==> config.mk <==
export PLATFORM = sky130hd
export DESIGN_NAME = hpc_class_tester
export DESIGN_NICKNAME = d
export VERILOG_FILES = /design/src/rtl/hpc_pkg.sv /design/src/rtl/hpc_field_split.sv /design/src/rtl/hpc_category_detect.sv /design/src/rtl/hpc_select_combine.sv /design/src/rtl/hpc_class_tester.sv
export SDC_FILE = /design/constraint.sdc
export NUM_CORES = 1
export LEC_CHECK = 0
export CORE_AREA = 2 2 80 82
export CTS_BUF_LIST = sky130_fd_sc_hd__clkbuf_8
export DETAILED_ROUTE_END_ITERATION = 8
export DIE_AREA = 0 0 82 84
export PLACE_DENSITY = 0.69
export RECOVER_POWER = 50
export SETUP_SLACK_MARGIN = 0.02
export SLEW_MARGIN = 10
export SYNTH_ARGS = -nofsm -noshare
export SYNTH_HDL_FRONTEND = slang
export SYNTH_SLANG_ARGS = --single-unit
==> constraint.sdc <==
create_clock -name clk -period 1.25 [get_ports clk]
set_input_delay 0.125 -clock clk [delete_from_list [all_inputs] [get_ports clk]]
set_output_delay 0.125 -clock clk [all_outputs]
set_load 0.05 [all_outputs]
==> src/rtl/hpc_pkg.sv <==
package hpc_pkg;
  localparam int HALF_W = 16;
  localparam int EXP_W  = 5;
  localparam int FRAC_W = 10;
  localparam int NCAT   = 8;

  // selector bit positions (behavioural: the selector decodes them)
  localparam int CAT_QNAN  = 0;
  localparam int CAT_PZERO = 1;
  localparam int CAT_NZERO = 2;
  localparam int CAT_PINF  = 3;
  localparam int CAT_NINF  = 4;
  localparam int CAT_DENOM = 5;
  localparam int CAT_FNEG  = 6;
  localparam int CAT_SNAN  = 7;

  typedef logic [NCAT-1:0] cat_vec_t;

  typedef struct packed {
    logic              sign;
    logic [EXP_W-1:0]  expo;
    logic [FRAC_W-1:0] frac;
  } half_t;

  typedef struct packed {
    logic sign;
    logic exp_max;
    logic exp_zero;
    logic frac_zero;
    logic frac_top;
  } half_flags_t;
endpackage

==> src/rtl/hpc_field_split.sv <==
module hpc_field_split
  import hpc_pkg::*;
#(
  parameter int SRC_W = 128
) (
  input  logic [SRC_W-1:0] src,
  output half_flags_t      flags
);
  half_t h;

  assign h = half_t'(src[HALF_W-1:0]);

  generate
    if (SRC_W > HALF_W) begin : g_wide
      logic unused_upper;
      assign unused_upper = ^src[SRC_W-1:HALF_W];
    end
  endgenerate

  always_comb begin
    flags.sign      = h.sign;
    flags.exp_max   = &h.expo;
    flags.exp_zero  = ~|h.expo;
    flags.frac_zero = ~|h.frac;
    flags.frac_top  = h.frac[FRAC_W-1];
  end
endmodule

==> src/rtl/hpc_category_detect.sv <==
module hpc_category_detect
  import hpc_pkg::*;
(
  input  half_flags_t flags,
  output cat_vec_t    hits
);
  logic is_nan, is_inf, is_zero, is_den;

  always_comb begin
    is_nan  = flags.exp_max & ~flags.frac_zero;
    is_inf  = flags.exp_max &  flags.frac_zero;
    is_zero = flags.exp_zero & flags.frac_zero;
    is_den  = flags.exp_zero & ~flags.frac_zero;

    hits            = '0;
    hits[CAT_QNAN]  = is_nan &  flags.frac_top;
    hits[CAT_SNAN]  = is_nan & ~flags.frac_top;
    hits[CAT_PZERO] = is_zero & ~flags.sign;
    hits[CAT_NZERO] = is_zero &  flags.sign;
    hits[CAT_PINF]  = is_inf  & ~flags.sign;
    hits[CAT_NINF]  = is_inf  &  flags.sign;
    hits[CAT_DENOM] = is_den;
    hits[CAT_FNEG]  = flags.sign & ~flags.exp_max;
  end
endmodule

==> src/rtl/hpc_select_combine.sv <==
module hpc_select_combine
  import hpc_pkg::*;
#(
  parameter int MASK_W = 64
) (
  input  cat_vec_t          hits,
  input  logic [NCAT-1:0]   sel,
  input  logic              wm_en,
  input  logic              wm_bit,
  output logic [MASK_W-1:0] mask_next
);
  logic [NCAT-1:0] gated;
  logic            any_hit;
  logic            allow;

  genvar gi;
  generate
    for (gi = 0; gi < NCAT; gi++) begin : g_gate
      assign gated[gi] = hits[gi] & sel[gi];
    end
  endgenerate

  assign any_hit = |gated;
  assign allow   = ~wm_en | wm_bit;

  always_comb begin
    mask_next    = '0;
    mask_next[0] = any_hit & allow;
  end
endmodule

==> src/rtl/hpc_class_tester.sv <==
module hpc_class_tester
  import hpc_pkg::*;
#(
  parameter int SRC_W  = 128,
  parameter int MASK_W = 64
) (
  input  logic              clk,
  input  logic              rst,
  input  logic              in_valid,
  input  logic [SRC_W-1:0]  in_src,
  input  logic [7:0]        in_imm,
  input  logic              in_wm_en,
  input  logic              in_wm_bit,
  output logic              out_valid,
  output logic [MASK_W-1:0] out_mask
);
  half_flags_t       flags;
  cat_vec_t          hits;
  logic [MASK_W-1:0] mask_next;

  hpc_field_split #(.SRC_W(SRC_W)) u_split (
    .src   (in_src),
    .flags (flags)
  );

  hpc_category_detect u_detect (
    .flags (flags),
    .hits  (hits)
  );

  hpc_select_combine #(.MASK_W(MASK_W)) u_comb (
    .hits      (hits),
    .sel       (in_imm),
    .wm_en     (in_wm_en),
    .wm_bit    (in_wm_bit),
    .mask_next (mask_next)
  );

  always_ff @(posedge clk) begin
    if (rst) begin
      out_valid <= 1'b0;
      out_mask  <= '0;
    end else begin
      out_valid <= in_valid;
      if (in_valid) out_mask <= mask_next;
    end
  end
endmodule

Word-level counts from Yosys, hierarchy flattened
Cells that the tools add are included.
{"block": "op_classes", "bitwise": 25, "n_reduce_logical": 6}
{"operator": "bitwise AND 1 bit", "count": 20}
{"operator": "OR reduction 10 bit", "count": 1}
{"operator": "OR reduction 8 bit", "count": 1}
{"operator": "AND reduction 5 bit", "count": 1}
{"operator": "OR reduction 5 bit", "count": 1}
{"operator": "inverter 1 bit", "count": 4}
{"operator": "logical NOT 1 bit", "count": 2}
{"operator": "bitwise OR 1 bit", "count": 1}
{"block": "totals", "in_bits": 141, "elab_cells": 33, "ff_bits": 2}

Depth between registers and ports, before layout
{"block": "logic_depth", "word_depth": 7, "depth_mapped": 5}

Cells and area by module
A second synthesis with hierarchy kept.
{"block": "hier_totals", "hier_cells": 297, "hier_area_um2": 2965.3}
{"mod": "hpc_class_tester", "cells_per_inst": 208, "n_inst": 1, "area_each_um2": 2311.0}
{"mod": "hpc_select_combine", "cells_per_inst": 70, "n_inst": 1, "area_each_um2": 521.8}
{"mod": "hpc_category_detect", "cells_per_inst": 9, "n_inst": 1, "area_each_um2": 66.3}
{"mod": "hpc_field_split", "cells_per_inst": 10, "n_inst": 1, "area_each_um2": 66.3}

Worst setup path before layout
Ideal clock, no wire load.
{"block": "synth_path", "path_type": "input to register", "from": "in in_src[5]", "to": "reg out_mask[0]", "path_buffers": 0, "t_arrival_ns": 0.968, "setup_slack_ns": 0.149, "path_stages": 5, "cell_sequence": "nor4_2 nand3_1 a41o_1 o221ai_2 o2111ai_1"}
{"block": "synth_via", "elab_chain_len": 7, "elab_cells_between_ends": 21}
{"element": "start: declaration", "line": "hpc_class_tester.sv:10", "rtl": "input logic [SRC_W-1:0] in_src,"}
{"element": "OR reduction 10 bit (*)", "line": "hpc_field_split.sv:24", "rtl": "flags.frac_zero = ~|h.frac;"}
{"element": "logical NOT 1 bit", "line": "hpc_field_split.sv:24"}
{"element": "bitwise AND 1 bit, on equally long branches", "line": "hpc_category_detect.sv:12, hpc_category_detect.sv:11"}
{"element": "bitwise AND 1 bit, on equally long branches"}
{"element": "bitwise AND 1 bit", "line": "hpc_select_combine.sv:19", "rtl": "assign gated[gi] = hits[gi] & sel[gi];"}
{"element": "OR reduction 8 bit (*)", "line": "hpc_select_combine.sv:23", "rtl": "assign any_hit = |gated;"}
{"element": "bitwise AND 1 bit (*)", "line": "hpc_select_combine.sv:28", "rtl": "mask_next[0] = any_hit & allow;"}
{"element": "end signal: assignment", "line": "hpc_class_tester.sv:45", "rtl": "if (in_valid) out_mask <= mask_next;"}
{"element": "end: declaration", "line": "hpc_class_tester.sv:15", "rtl": "output logic [MASK_W-1:0] out_mask"}
Every way passes the cells marked *; elsewhere a longest branch is shown, timed or not.
A chain may end at the register's enable or synchronous reset.

==> flow_results.xml <==
<?xml version="1.0" encoding="UTF-8"?>
<metrics>
  <group name="routing">
    <metric name="drt_first_iter_violations" unit="">19</metric>
    <metric name="antenna_violating_nets_post_route" unit="">0</metric>
    <metric name="vias_per_cell" unit="">2.70</metric>
    <metric name="num_vias" unit="">557</metric>
    <metric name="remaining_drc_errors" unit="">0</metric>
    <metric name="drt-wirelength-per-cell" unit="um">6.76</metric>
    <metric name="detailedRoute.firstPassIterationCount" unit="">3</metric>
    <metric name="drt-total-wl" unit="um">1390</metric>
  </group>
  <group name="synth">
    <metric name="yosysMostFrequentCell" unit="">buf_4</metric>
    <metric name="yosys_register_bits" unit="">2</metric>
    <metric name="synthesis.area_per_instance" unit="um^2">7.51</metric>
    <metric name="synth_edf_count" unit="">0</metric>
    <metric name="synth.top_cells.by_count" unit="">63 x buf_4, 6 x nand3_1, 3 x nor2_1</metric>
    <metric name="postSynth.asyncResetShare" unit="">0</metric>
    <metric name="netlist_top_cells_area" unit="">buf_4 68%, dfxtp_1 5.8%, nand3_1 4.3%, nor4_2 3.6%, o221ai_2 2.2%</metric>
    <metric name="leading_area_contributor_after_synthesis" unit="">buf_4</metric>
    <metric name="dominantRegCellSynth" unit="">dfxtp_1</metric>
    <metric name="post-synth-top-area-fraction" unit="">0.685</metric>
    <metric name="synth_warn" unit="">0</metric>
    <metric name="postSynthCellCount" unit="">92</metric>
    <metric name="synth_cell_types" unit="">20</metric>
    <metric name="synth_seq_area_share" unit="">0.0580</metric>
    <metric name="netlist_area" unit="um^2">691</metric>
  </group>
  <group name="critical_path">
    <metric name="crit_top_cell" unit="">buf_4</metric>
    <metric name="worst-endpoint-required" unit="ns">1.33</metric>
    <metric name="crit_buf_inv" unit="">3</metric>
    <metric name="timing.critical_path.to_type" unit="">register</metric>
    <metric name="critPathMaxFanout" unit="">2</metric>
    <metric name="reg2reg_setup_slack" unit="ns">0.62</metric>
    <metric name="critical_path.cell_chain" unit="">clkdlybuf4s50_1, nor2b_4, a21boi_4, buf_4, buf_4, o221ai_2, o2111ai_1</metric>
    <metric name="timing.critical_path.slowest_stage_cell" unit="">clkdlybuf4s50_1</metric>
    <metric name="setup.worst_path.class" unit="">primary input to register</metric>
    <metric name="timing.critical_path.arrival" unit="ns">1.27</metric>
    <metric name="critPathTopFamily" unit="">buffers and inverters</metric>
    <metric name="worst_path_largest_cell_delay" unit="ns">0.53</metric>
    <metric name="cp-start-kind" unit="">primary input</metric>
  </group>
  <group name="timing">
    <metric name="minimum_clock_period" unit="ns">1.19</metric>
    <metric name="slew-limit-headroom" unit="">0.661</metric>
    <metric name="fmax" unit="MHz">843</metric>
    <metric name="setup_viol" unit="">0</metric>
    <metric name="final.period_utilization" unit="">0.949</metric>
    <metric name="finClkSkew" unit="ns">0</metric>
    <metric name="worst_tran_pin_value" unit="ns">0.508</metric>
    <metric name="hold_fails_final_rpt" unit="">0</metric>
    <metric name="final-max-slew-violation-count" unit="">0</metric>
  </group>
  <group name="global_route">
    <metric name="overflow" unit="">0</metric>
    <metric name="grt_first_pass_wirelength" unit="um">1900</metric>
    <metric name="maximum_number_of_pins_on_one_net_before_global_route_repair" unit="">4</metric>
    <metric name="global_route.usage.total" unit="">0.0370</metric>
    <metric name="via_count_of_the_first_global_routing_pass" unit="">429</metric>
    <metric name="antenna_found_initial" unit="">0</metric>
  </group>
  <group name="clock_tree">
    <metric name="cts-root-to-sink-buffers" unit="">2</metric>
    <metric name="ctsHtreeMaxLevel" unit="">1</metric>
    <metric name="clock_tree_from_tritoncts" unit="">yes</metric>
    <metric name="root_buffer" unit="">clkbuf_8</metric>
    <metric name="cts-buffers-inserted" unit="">3</metric>
    <metric name="numClockSinks" unit="">2</metric>
    <metric name="hold_fix_buffer_count_after_cts" unit="">0</metric>
    <metric name="clk_pin_slew_worst_paths" unit="ns">0.03</metric>
    <metric name="clock_latency" unit="ns">0.21</metric>
  </group>
  <group name="floorplanning">
    <metric name="row_cnt" unit="">29</metric>
    <metric name="die_width" unit="um">82</metric>
    <metric name="die-area" unit="um^2">6890</metric>
    <metric name="initial_utilization" unit="">0.113</metric>
    <metric name="core_area" unit="um^2">6100</metric>
    <metric name="ioPinCount" unit="">206</metric>
    <metric name="fp.dieH" unit="um">84</metric>
  </group>
  <group name="cells_and_area">
    <metric name="layout-drive-gt1-share" unit="">0.163</metric>
    <metric name="n_antenna_cell" unit="">0</metric>
    <metric name="fin_cells" unit="">206</metric>
    <metric name="final_nets" unit="">272</metric>
    <metric name="stdcell_area" unit="um^2">981</metric>
    <metric name="area.growth.synth_to_final" unit="%">42.0</metric>
    <metric name="fillCellCount" unit="">696</metric>
  </group>
  <group name="placed_design">
    <metric name="io_buffer_count" unit="">30</metric>
    <metric name="globalplace.congestion" unit="">0.652</metric>
    <metric name="detailed_place_hpwl" unit="um">1190</metric>
    <metric name="placedInstanceArea" unit="um^2">890</metric>
    <metric name="placed_cells_incl_taps" unit="">201</metric>
  </group>
  <group name="hold_path">
    <metric name="worstHoldPathType" unit="">primary input to register</metric>
  </group>
  <group name="pwr">
    <metric name="pwr_density_cell" unit="nW/um^2">903</metric>
    <metric name="cellLeakagePower" unit="nW">0.532</metric>
    <metric name="vdd_ir_drop_max" unit="mV">0.733</metric>
  </group>
  <group name="flow_run">
    <metric name="drv_cap" unit="">0</metric>
  </group>
  <group name="run_status">
    <metric name="outcome" unit="">complete, no violations</metric>
  </group>
</metrics>
sequential cells by signal (all words and copies together) (netlist names):
name / count
out_mask: 1
out_valid: 1
per-stage QoR:
step / util / TNS [ns] / setup slack, ns / hold slack (ns) / total power [mW]
2_1_floorplan: - / 0 / 0.149 / 0.205 / 0.662
3_3_place_gp: 0.146 / -0.380 / -0.380 / 0.534 / 0.626
3_5_place_dp: 0.146 / -0.411 / -0.411 / 0.543 / 0.627
4_1_cts: 0.154 / 0 / 0.0208 / 0.501 / 0.882
5_1_grt: 0.161 / -0.00818 / -0.00818 / 0.261 / 0.924
6_report: 0.161 / 0 / 0.0639 / 0.247 / 0.885
cells by family after synthesis:
group	after synthesis	share of synthesized area
and+or+nand+nor	17	0.152
DFF	2	0.0580
buffers and inverters	65	0.696
muxes	1	0.0145
other	1	0.00543
AOI/OAI and AO/OA	6	0.0743
worst paths after layout:
| path | start | end | cells past startpoint |
|---|---|---|---|
| setup / recovery | rst | out_mask[0]$_SDFFE_PP0P_ | 7 |
| hold / removal | in_valid | out_valid$_SDFF_PP0_ | 2 |
| setup reg to reg | out_mask[0]$_SDFFE_PP0P_ | out_mask[0]$_SDFFE_PP0P_ | 2 |
| hold reg to reg | out_mask[0]$_SDFFE_PP0P_ | out_mask[0]$_SDFFE_PP0P_ | 2 |
timing repair:
action,in CTS,in global routing
cloned,0,0
gates resized for setup,9,21
setup buffers,2,0
pin swaps,5,5
setup endpoints to repair,1,1
final cells by class:
type	count	area, um^2	share of cell area
Tap cell	77	96.3	0.0982
Inverter	2	7.51	0.00765
Clock buffer	3	41.3	0.0421
Sequential cell	2	40.0	0.0408
Timing Repair Buffer	35	352	0.358
Multi-Input combinational cell	87	444	0.453
where the power goes:
part / total [mW] / leakage, nW / internal, mW / switching, mW
combinational: 0.561 / 0.494 / 0.0957 / 0.465
clock: 0.255 / 0.0216 / 0.204 / 0.0515
sequential: 0.0693 / 0.0165 / 0.0675 / 0.00177
total: 0.885 / 0.532 / 0.367 / 0.518
per-layer routing:
layer	GRT usage	routed length, um	share of wire	vias up
met3	0.0119	237	0.17	4
met5	0	0	0	-
li1	-	-	-	250
met4	0.0227	27	0.019	0
met1	0.0332	395	0.28	233
met2	0.0687	732	0.53	70
layout by cell type, fill, tap and decap left out, types with 3 or more instances in the layout:
cell type,n
conb_1,63
buf_4,5
dlygate4sd2_1,3
dlymetal6s2s_1,7
nand3_1,5
clkbuf_8,3
clkdlybuf4s15_1,3
nor2_1,3
clkdlybuf4s50_1,14
(Power assumes the default switching activity.)
